### config.mk
export PLATFORM = sky130hd
export DESIGN_NAME = fwlog_top
export DESIGN_NICKNAME = d
export VERILOG_FILES = /design/src/rtl/fwlog_pkg.sv /design/src/rtl/fwlog_ctrl.sv /design/src/rtl/fwlog_data.sv /design/src/rtl/fwlog_top.sv
export SDC_FILE = /design/constraint.sdc
export NUM_CORES = 1
export LEC_CHECK = 0
export CAP_MARGIN = 20
export CORE_MARGIN = 4
export CORE_UTILIZATION = 49
export CTS_CLUSTER_DIAMETER = 100
export DETAILED_ROUTE_END_ITERATION = 12
export DONT_BUFFER_PORTS = 1
export GPL_TIMING_DRIVEN = 1
export PLACE_DENSITY_LB_ADDON = 0.12
export SLEW_MARGIN = 0
export SYNTH_ARGS = -nofsm -noshare
export SYNTH_HDL_FRONTEND = slang
export SYNTH_SLANG_ARGS = --single-unit
### constraint.sdc
create_clock -name clk -period 1.4 [get_ports clk]
set_input_delay 0.21 -clock clk [delete_from_list [all_inputs] [get_ports clk]]
set_output_delay 0.21 -clock clk [all_outputs]
set_load 0.005 [all_outputs]
### src/rtl/fwlog_pkg.sv
package fwlog_pkg;

  // Fixed field geometry of the log words
  localparam int SEL_W   = 4;
  localparam int ADDR_W  = 48;
  localparam int CODE_W  = 8;
  localparam int ROUTE_W = 12;
  localparam int CNT_W   = 10;
  localparam int ATTR_W  = 6;
  localparam int ADDR_HI = ADDR_W - 32;

  localparam logic [7:0] EXC_TYPE  = 8'h01;
  localparam logic [7:0] EXC_GROUP = 8'h00;

  // Word indices
  localparam logic [SEL_W-1:0] IDX_HDR0  = 4'd0;
  localparam logic [SEL_W-1:0] IDX_HDR1  = 4'd1;
  localparam logic [SEL_W-1:0] IDX_DATA0 = 4'd2;
  localparam logic [SEL_W-1:0] IDX_DATA1 = 4'd3;
  localparam logic [SEL_W-1:0] IDX_DATA2 = 4'd4;
  localparam logic [SEL_W-1:0] IDX_DATA3 = 4'd5;
  localparam logic [SEL_W-1:0] IDX_CTRL  = 4'd6;
  localparam logic [SEL_W-1:0] IDX_PSET  = 4'd7;
  localparam logic [SEL_W-1:0] IDX_PCLR  = 4'd8;

  // Control-to-datapath strobes
  typedef struct packed {
    logic capture;   // latch the violation record this edge
    logic pendStat;  // current pending state
    logic logOff;    // control bit 0
    logic maskOn;    // control bit 1
  } ctlStrobe_t;

endpackage

### src/rtl/fwlog_ctrl.sv
module fwlog_ctrl
  import fwlog_pkg::*;
(
  input  logic             clk,
  input  logic             rstN,
  input  logic             vioValid,
  input  logic             regWr,
  input  logic             regRd,
  input  logic [SEL_W-1:0] regSel,
  input  logic [1:0]       wrBits,
  output ctlStrobe_t       strb,
  output logic             pendIrq
);

  logic       pendQ;
  logic [1:0] ctrlQ;
  logic       wrCtrl, swSet, swClr, rdClr, setEv, clrEv;

  always_comb begin
    wrCtrl = regWr && (regSel == IDX_CTRL);
    swSet  = regWr && (regSel == IDX_PSET) && wrBits[0];
    swClr  = regWr && (regSel == IDX_PCLR) && wrBits[0];
    rdClr  = regRd && (regSel == IDX_DATA3);
    setEv  = vioValid || swSet;
    clrEv  = swClr || rdClr;
  end

  // Set has priority over clear so that no event is lost
  always_ff @(posedge clk) begin
    if (!rstN) begin
      pendQ <= 1'b0;
    end else if (setEv) begin
      pendQ <= 1'b1;
    end else if (clrEv) begin
      pendQ <= 1'b0;
    end
  end

  always_ff @(posedge clk) begin
    if (!rstN) begin
      ctrlQ <= '0;
    end else if (wrCtrl) begin
      ctrlQ <= wrBits;
    end
  end

  always_comb begin
    strb.capture  = vioValid && !ctrlQ[0] && !pendQ;
    strb.pendStat = pendQ;
    strb.logOff   = ctrlQ[0];
    strb.maskOn   = ctrlQ[1];
    pendIrq       = pendQ && !ctrlQ[1];
  end

endmodule

### src/rtl/fwlog_data.sv
module fwlog_data
  import fwlog_pkg::*;
#(
  parameter logic [15:0] FW_ID   = 16'h0123,
  parameter logic [7:0]  DEST_ID = 8'h05
) (
  input  logic               clk,
  input  logic               rstN,
  input  ctlStrobe_t         strb,
  input  logic [CODE_W-1:0]  vioCode,
  input  logic [ADDR_W-1:0]  vioAddr,
  input  logic [ATTR_W-1:0]  vioAttr,
  input  logic [ROUTE_W-1:0] vioRoute,
  input  logic [CNT_W-1:0]   vioBytes,
  input  logic [SEL_W-1:0]   regSel,
  output logic [31:0]        regRdata,
  output logic [CODE_W-1:0]  logCodeQ
);

  logic [ADDR_W-1:0]  logAddr;
  logic [ATTR_W-1:0]  logAttr;
  logic [ROUTE_W-1:0] logRoute;
  logic [CNT_W-1:0]   logBytes;

  always_ff @(posedge clk) begin
    if (!rstN) begin
      logCodeQ <= '0;
      logAddr  <= '0;
      logAttr  <= '0;
      logRoute <= '0;
      logBytes <= '0;
    end else if (strb.capture) begin
      logCodeQ <= vioCode;
      logAddr  <= vioAddr;
      logAttr  <= vioAttr;
      logRoute <= vioRoute;
      logBytes <= vioBytes;
    end
  end

  always_comb begin
    regRdata = '0;
    case (regSel)
      IDX_HDR0:  regRdata = {EXC_TYPE, FW_ID, DEST_ID};
      IDX_HDR1:  regRdata = {EXC_GROUP, logCodeQ, 16'h0000};
      IDX_DATA0: regRdata = logAddr[31:0];
      IDX_DATA1: regRdata[ADDR_HI-1:0] = logAddr[ADDR_W-1:32];
      IDX_DATA2: begin
        regRdata[8 +: ATTR_W]   = logAttr;
        regRdata[16 +: ROUTE_W] = logRoute;
      end
      IDX_DATA3: regRdata[CNT_W-1:0] = logBytes;
      IDX_CTRL:  regRdata[1:0] = {strb.maskOn, strb.logOff};
      IDX_PSET,
      IDX_PCLR:  regRdata[0] = strb.pendStat;
      default:   regRdata = '0;
    endcase
  end

endmodule

### src/rtl/fwlog_top.sv
module fwlog_top
  import fwlog_pkg::*;
#(
  parameter logic [15:0] FW_ID   = 16'h0123,
  parameter logic [7:0]  DEST_ID = 8'h05
) (
  input  logic        clk,
  input  logic        rstN,
  input  logic        vioValid,
  input  logic [7:0]  vioCode,
  input  logic [47:0] vioAddr,
  input  logic        vioSecure,
  input  logic        vioPriv,
  input  logic        vioCache,
  input  logic        vioDebug,
  input  logic        vioRead,
  input  logic        vioWrite,
  input  logic [11:0] vioRoute,
  input  logic [9:0]  vioBytes,
  input  logic [3:0]  regSel,
  input  logic        regWr,
  input  logic        regRd,
  input  logic [31:0] regWdata,
  output logic [31:0] regRdata,
  output logic        pendIrq
);

  ctlStrobe_t         strb;
  logic [CODE_W-1:0]  logCodeQ;
  logic [ATTR_W-1:0]  vioAttr;
  logic               unusedWdata;

  assign vioAttr     = {vioWrite, vioRead, vioDebug, vioCache, vioPriv, vioSecure};
  assign unusedWdata = ^regWdata[31:2];

  fwlog_ctrl u_ctrl (
    .clk      (clk),
    .rstN     (rstN),
    .vioValid (vioValid),
    .regWr    (regWr),
    .regRd    (regRd),
    .regSel   (regSel),
    .wrBits   (regWdata[1:0]),
    .strb     (strb),
    .pendIrq  (pendIrq)
  );

  fwlog_data #(
    .FW_ID   (FW_ID),
    .DEST_ID (DEST_ID)
  ) u_data (
    .clk      (clk),
    .rstN     (rstN),
    .strb     (strb),
    .vioCode  (vioCode),
    .vioAddr  (vioAddr),
    .vioAttr  (vioAttr),
    .vioRoute (vioRoute),
    .vioBytes (vioBytes),
    .regSel   (regSel),
    .regRdata (regRdata),
    .logCodeQ (logCodeQ)
  );

endmodule

==> results.toml, run 1 <==
[critical_path]
critical_path_class = "reg -> out"
cp-end-kind = "primary output"
crit_family = "compound AO/OA/AOI/OAI gates"
crit_path_start_kind = "flop"
cp.depth = 2
crit_arrival_ns = 1.22
r2r_cells = 4
cp_max_fo = 4
critical_path.max_stage_delay_ns = 0.35
cp_num_buf_inv = 0
critPathSlowestCell = "dfxtp_2"
crit_chain = "a22o_1, a221o_1"
worstPathRequired_ns = 1.19

[finish]
fillCellCount = 629
nNetsFinal = 686
finish.instance_area_sq_um = 5060
area_growth_syn_to_layout_pct = 34.1
drive_above_1_share_pct = 9.73

[cts]
htree_levels = 3
cts_buffers = 9
cts_tree = "done"
cts.reportedPaths.clkPinSlew_ns = 0.08
clkLatencyLatePin_ns = 0.36
cts.sinks = 87
root_buffer = "clkbuf_8"
clk_path_buf_depth = 2

[floorplan]
start_util_pct = 51.2
std_cell_rows = 31
die_w_microns = 95.8
core_sq_um = 7370
dieHeight_microns = 95.8
die_area_sq_um = 9170
ios = 158

[grt]
antenna_found_initial = 1
grt_max_degree = 87
grt_pass1_wl_microns = 16800
grt-ovfl-total = 0
first_global_vias = 3527
grt_util_all_layers_pct = 23.3

[route]
wl_microns = 11000
wirelength_met1_microns = 4760
dr.pass1.iters = 5
drtIter0Drc = 202
top_layer = "met4"
via_per_inst = 5.46
vias = 3632
route.met3.wl_microns = 698
post_drt_wl_per_cell_microns = 16.6
met2_wirelength_microns = 5480
antenna_left = 0
post-route-drc-count = 0

[power]
intPower_mw = 4.19
combinationalPowerShare_pct = 13.7
seqPwrFrac_pct = 48.9
peakVddDrop_uv = 601
p_per_area_nw_per_um2 = 1090
p_sw_share_pct = 24.2
p_sw_mw = 1.34
p_clk_share_pct = 37.4
leakagePower_nw = 1.95

[place]
place_ws_ns = 0.0668
port_buffers = 0
gp_congestion = 0.716
dp_hpwl_microns = 6500
postPlaceCellArea_sq_um = 3860

[timing]
worst_slack_ns = -0.0337
report.final.slew_viol_count = 0
clock.fmax_ghz = 0.697
post-route-min-period_ns = 1.43
rsz0062_at_grt = "yes"
finalHoldViolations = 0
tightest_slew_ns = 0.525
setup_viol = 2
relSlewSlack_pct = 64.8
skew_ns = 0.00970
post-route-period-util_pct = 102

[synth]
synth_cell_types = 37
synth.area.mux_share_pct = 0
synthTopCellsByCount = "185 x nand2_1, 88 x a21oi_1, 87 x dfxtp_1"
synthAdderAreaFrac_pct = 0
synth_nets = 612
synth_area_per_cell_sq_um = 7.75
yosysMostFrequentCell = "nand2_1"
synth_cells = 487
seq_area_frac_synth_pct = 46.1
syn_area_sq_um = 3780
synth_enable_flop_cells = 0
yosysWarnings = 0
ys_seq_elements = 87
synth_area_leaders = "dfxtp_1 46%, nand2_1 18%, a21oi_1 12%"
synth_top_flop_cell = "dfxtp_1"
async_flop_share_pct = 0
synth-xor-area-share_pct = 0
yosysTopAreaCellShare_pct = 46.1
synth.largest_area_cell = "dfxtp_1"
synth_compound_area_share_pct = 21.3
synth_top_family_by_area = "simple AND/OR/NAND/NOR gates"
synth-simple-area-share_pct = 25.7

[hold_path]
min_path_cells = 2
holdCritPathClass = "in -> reg"

[run_status]
violations = "setup timing"
status = "finished, violations left"

[flow_run]
drv_cap = 0
worst paths after layout:
check	end	slack (ns)	start
setup / recovery	regRdata[0]	-0.03	u_ctrl.ctrlQ[0]$_SDFFE_PN0P_
hold / removal	u_ctrl.ctrlQ[0]$_SDFFE_PN0P_	0.03	regWdata[0]
setup reg to reg	u_data.logAddr[23]$_SDFFE_PN0P_	0.07	u_ctrl.pendQ$_SDFFE_PN0P_
hold reg to reg	u_data.logAddr[0]$_SDFFE_PN0P_	0.46	u_data.logAddr[0]$_SDFFE_PN0P_
metrics by stage:
step	hold slack (ns)	TNS, ns	total power [mW]	std cells	util (%)
after floorplan	0.332	0	3.17	487	-
after global placement	0.336	0	3.25	561	52.4
after detailed placement	0.341	0	3.27	561	52.4
after CTS	0.00916	-0.180	5.53	662	67.6
after global routing	0.0403	-0.170	5.76	665	68.7
final	0.0255	-0.0342	5.53	665	68.7
power groups by stage:
stage | sequential (mW) | clock, mW | combinational, mW
2_1_floorplan | 2.73 | 0 | 0.431
4_1_cts | 2.70 | 2.11 | 0.717
3_5_place_dp | 2.76 | 0 | 0.515
5_1_grt | 2.72 | 2.20 | 0.836
6_report | 2.71 | 2.07 | 0.756
3_3_place_gp | 2.75 | 0 | 0.500
state kept, by name, summed over array words and instances (netlist names):
name             flops
u_ctrl.ctrlQ         2
u_data.logAttr       6
u_data.logCodeQ      8
u_data.logRoute     12
u_data.logAddr      48
u_ctrl.pendQ         1
u_data.logBytes     10
layout make-up:
type / count / area [sq um] / share of cell area (%)
Clock buffer: 10 / 128 / 2.52
Sequential cell: 87 / 1750 / 34.6
Inverter: 12 / 45.0 / 0.889
Tap cell: 99 / 124 / 2.45
Clock inverter: 5 / 106 / 2.10
Timing Repair Buffer: 102 / 1060 / 21.0
Multi-Input combinational cell: 349 / 1850 / 36.5
Antenna cell: 1 / 2.50 / 0.0494
kinds of logic after synthesis:
group           after synthesis
buf+inv                      51
flops                        87
compound gates              131
simple gates                218
cells in the final DEF, fill, tap and decap left out, types with 2 or more instances in the layout:
cell type	instances
nand2_1	185
a21oi_1	88
dlygate4sd3_1	85
dfxtp_1	80
inv_1	11
buf_4	10
a22oi_1	9
clkbuf_8	9
a222oi_1	8
a22o_1	7
dfxtp_2	7
nor2b_1	6
and2_1	5
buf_12	5
nor2_1	4
nand2b_1	3
nor4b_4	3
a21boi_2	3
nand3b_1	3
o21ai_0	3
bufinv_16	3
nor4bb_2	2
o41ai_2	2
o22ai_1	2
a221o_1	2
nand4_1	2
metal layers:
metal  up-vias  track usage, %
li1       1786               -
met1      1719            28.8
met2       116            40.2
met3        11            6.33
met4         0            5.92
met5         -               0
what timing repair did:
item,CTS,global route
gates cloned,0,1
hold buffers,85,0
gates resized for setup,10,9
pin swaps,3,5
endpoints found under the setup margin,5,50
setup buffers,1,1
hold endpoints to repair,85,0
Power figures use the tool's default switching activity.
==> run 2, diff against run 1 <==
Settings changed: SLEW_MARGIN 0 to 20.
==> results of run 2 <==
The final DEF is identical to that of run 1; final timing and power are the same.
==> run 3, diff against run 2 <==
Settings changed: CTS_BUF_LIST from default to sky130_fd_sc_hd__clkbuf_4.
==> results.toml, run 3 (synthesis gave the netlist of run 1 again) <==
[route]
post_drt_wl_per_cell_microns = 17.1
dr.pass1.iters = 5
vias = 3712
via_per_inst = 5.51
antenna_left = 0
wl_microns = 11500
post-route-drc-count = 0
drtIter0Drc = 288

[grt]
grt_max_degree = 87
antenna_found_initial = 1
grt_util_all_layers_pct = 23.6
grt-ovfl-total = 0
first_global_vias = 3581
grt_pass1_wl_microns = 17000

[place]
dp_hpwl_microns = 6500
gp_congestion = 0.716
port_buffers = 0

[finish]
nNetsFinal = 695
fillCellCount = 609
drive_above_1_share_pct = 13.8
utilization_pct = 70.9
largest_register_ffs = 48
largest-register = "u_data.logAddr"
layout_common_cells = "184 x nand2_1, 90 x dlygate4sd3_1, 85 x a21oi_1"
layout_commonest_cell = "nand2_1"
area_growth_syn_to_layout_pct = 38.4
reg_top3 = "u_data.logAddr (48), u_data.logRoute (12), u_data.logBytes (10)"

[power]
leakagePower_nw = 2.01
p_sw_mw = 1.34
seqPwrFrac_pct = 50.9
p_sw_share_pct = 25.1
intPower_mw = 3.99
combinationalPowerShare_pct = 15.6
peakVddDrop_uv = 810
p_clk_share_pct = 33.4
p_per_area_nw_per_um2 = 1020

[hold_path]
holdCritStartpoint = "regWr"
holdCritPathClass = "in -> reg"

[critical_path]
critical_path.max_stage_delay_ns = 0.37
worstPathRequired_ns = 1.19
cp-end-kind = "primary output"
crit_path_start_kind = "flop"
cp_max_fo = 4
worstReg2RegStart = "u_ctrl.ctrlQ[0]$_SDFFE_PN0P_"
crit_family = "compound AO/OA/AOI/OAI gates"
crit_chain = "a22o_1, a221o_1"
crit_arrival_ns = 1.30
cp-startpoint = "u_ctrl.ctrlQ[0]$_SDFFE_PN0P_"
critical_path_class = "reg -> out"
critPathSlowestCell = "dfxtp_4"
cp_num_buf_inv = 0

[timing]
setup_tns_ns = -0.325
worst_slack_ns = -0.111
clock.fmax_ghz = 0.662
post-route-period-util_pct = 108
relSlewSlack_pct = 63.4
setup_viol = 5
rsz0062_at_grt = "yes"
finalHoldViolations = 0
skew_ns = 0.0131
report.final.slew_viol_count = 0
post-route-min-period_ns = 1.51
tightest_slew_ns = 0.547

[cts]
htree_levels = 3
cts_tree = "done"
root_buffer = "clkbuf_4"
cts.sinks = 87
clk_path_buf_depth = 2
cts_buffers = 9
clkLatencyLatePin_ns = 0.43
cts.reportedPaths.clkPinSlew_ns = 0.13

[floorplan]
ios = 158
std_cell_rows = 31
core_sq_um = 7370
die_area_sq_um = 9170
dieHeight_microns = 95.8
die_w_microns = 95.8
start_util_pct = 51.2

[flow_run]
drv_cap = 0

[run_status]
status = "finished, violations left"
violations = "setup timing"
[run 3: cell types whose count changed in the layout (fill, tap and decap cells not counted), moves of 3 or more]
cell,previous run,this run
clkbuf_8,9,0
a21oi_2,0,3
dfxtp_2,7,17
dfxtp_1,80,69
clkbuf_4,0,10
dlygate4sd3_1,85,90
a21oi_1,88,85
[run 3: cell type report]
| type | count | area [sq um] | share of cell area, % |
|---|---|---|---|
| inverter | 12 | 45.0 | 0.862 |
| tap | 99 | 124 | 2.37 |
| antenna | 1 | 2.50 | 0.0479 |
| sequential | 87 | 1770 | 33.8 |
| clock buffer | 10 | 75.1 | 1.44 |
| timing repair buffer | 111 | 1200 | 22.9 |
| multi-input combinational | 349 | 1910 | 36.5 |
| clock inverter | 5 | 106 | 2.04 |
[run 3: path summary, 6_finish.rpt]
path / end / cells after the start / slack [ns]
worst min-delay path: u_ctrl.ctrlQ[1]$_SDFFE_PN0P_ / 3 / 0.11
worst max register to register: u_data.logAddr[23]$_SDFFE_PN0P_ / 6 / 0.01
worst max-delay path: regRdata[0] / 2 / -0.11
worst min register to register: u_data.logAddr[0]$_SDFFE_PN0P_ / 2 / 0.46
[run 3: metal layers]
layer | up-vias | track usage (%) | share of wire (%)
met4 | 0 | 5.57 | 1.4
met1 | 1762 | 28.9 | 42
met3 | 13 | 7.27 | 7.3
met5 | - | 0 | 0
li1 | 1808 | - | -
met2 | 129 | 40.6 | 49
[run 3: power groups by stage]
stage | clock, mW | combinational [mW] | sequential, mW
floorplan | 0 | 0.431 | 2.73
global placement | 0 | 0.500 | 2.75
detailed placement | 0 | 0.515 | 2.76
CTS | 1.82 | 0.734 | 2.71
global route | 1.91 | 0.912 | 2.73
finish | 1.78 | 0.833 | 2.71
[run 3: what timing repair did]
item                                   in CTS  in global routing
setup buffers                               1                  2
gates resized for setup                    25                 20
pin swaps                                  13                 11
setup endpoints to repair                  13                 88
hold buffers                               90                  0
endpoints found under the hold margin      87                  0
cloned                                      0                  4
[run 3: through the flow]
stage | worst slack, ns | hold slack [ns] | instances | power, mW | cell area, sq um
global placement | 0.100 | 0.336 | 561 | 3.25 | 3860
detailed placement | 0.0668 | 0.341 | 561 | 3.27 | 3860
finish | -0.111 | 0.109 | 674 | 5.32 | 5230
CTS | -0.188 | 0.0869 | 667 | 5.26 | 5030
global route | -0.170 | 0.101 | 674 | 5.55 | 5230
floorplan | 0.0829 | 0.332 | 487 | 3.17 | 3780
[run 3: worst reg2reg max path, delay by kind of cell, from the launching register on]
kind / cells / cell delay, ns
compound gates: 1 / 0.16
flops: 1 / 0.37
buf+inv: 3 / 0.47
simple gates: 2 / 0.33
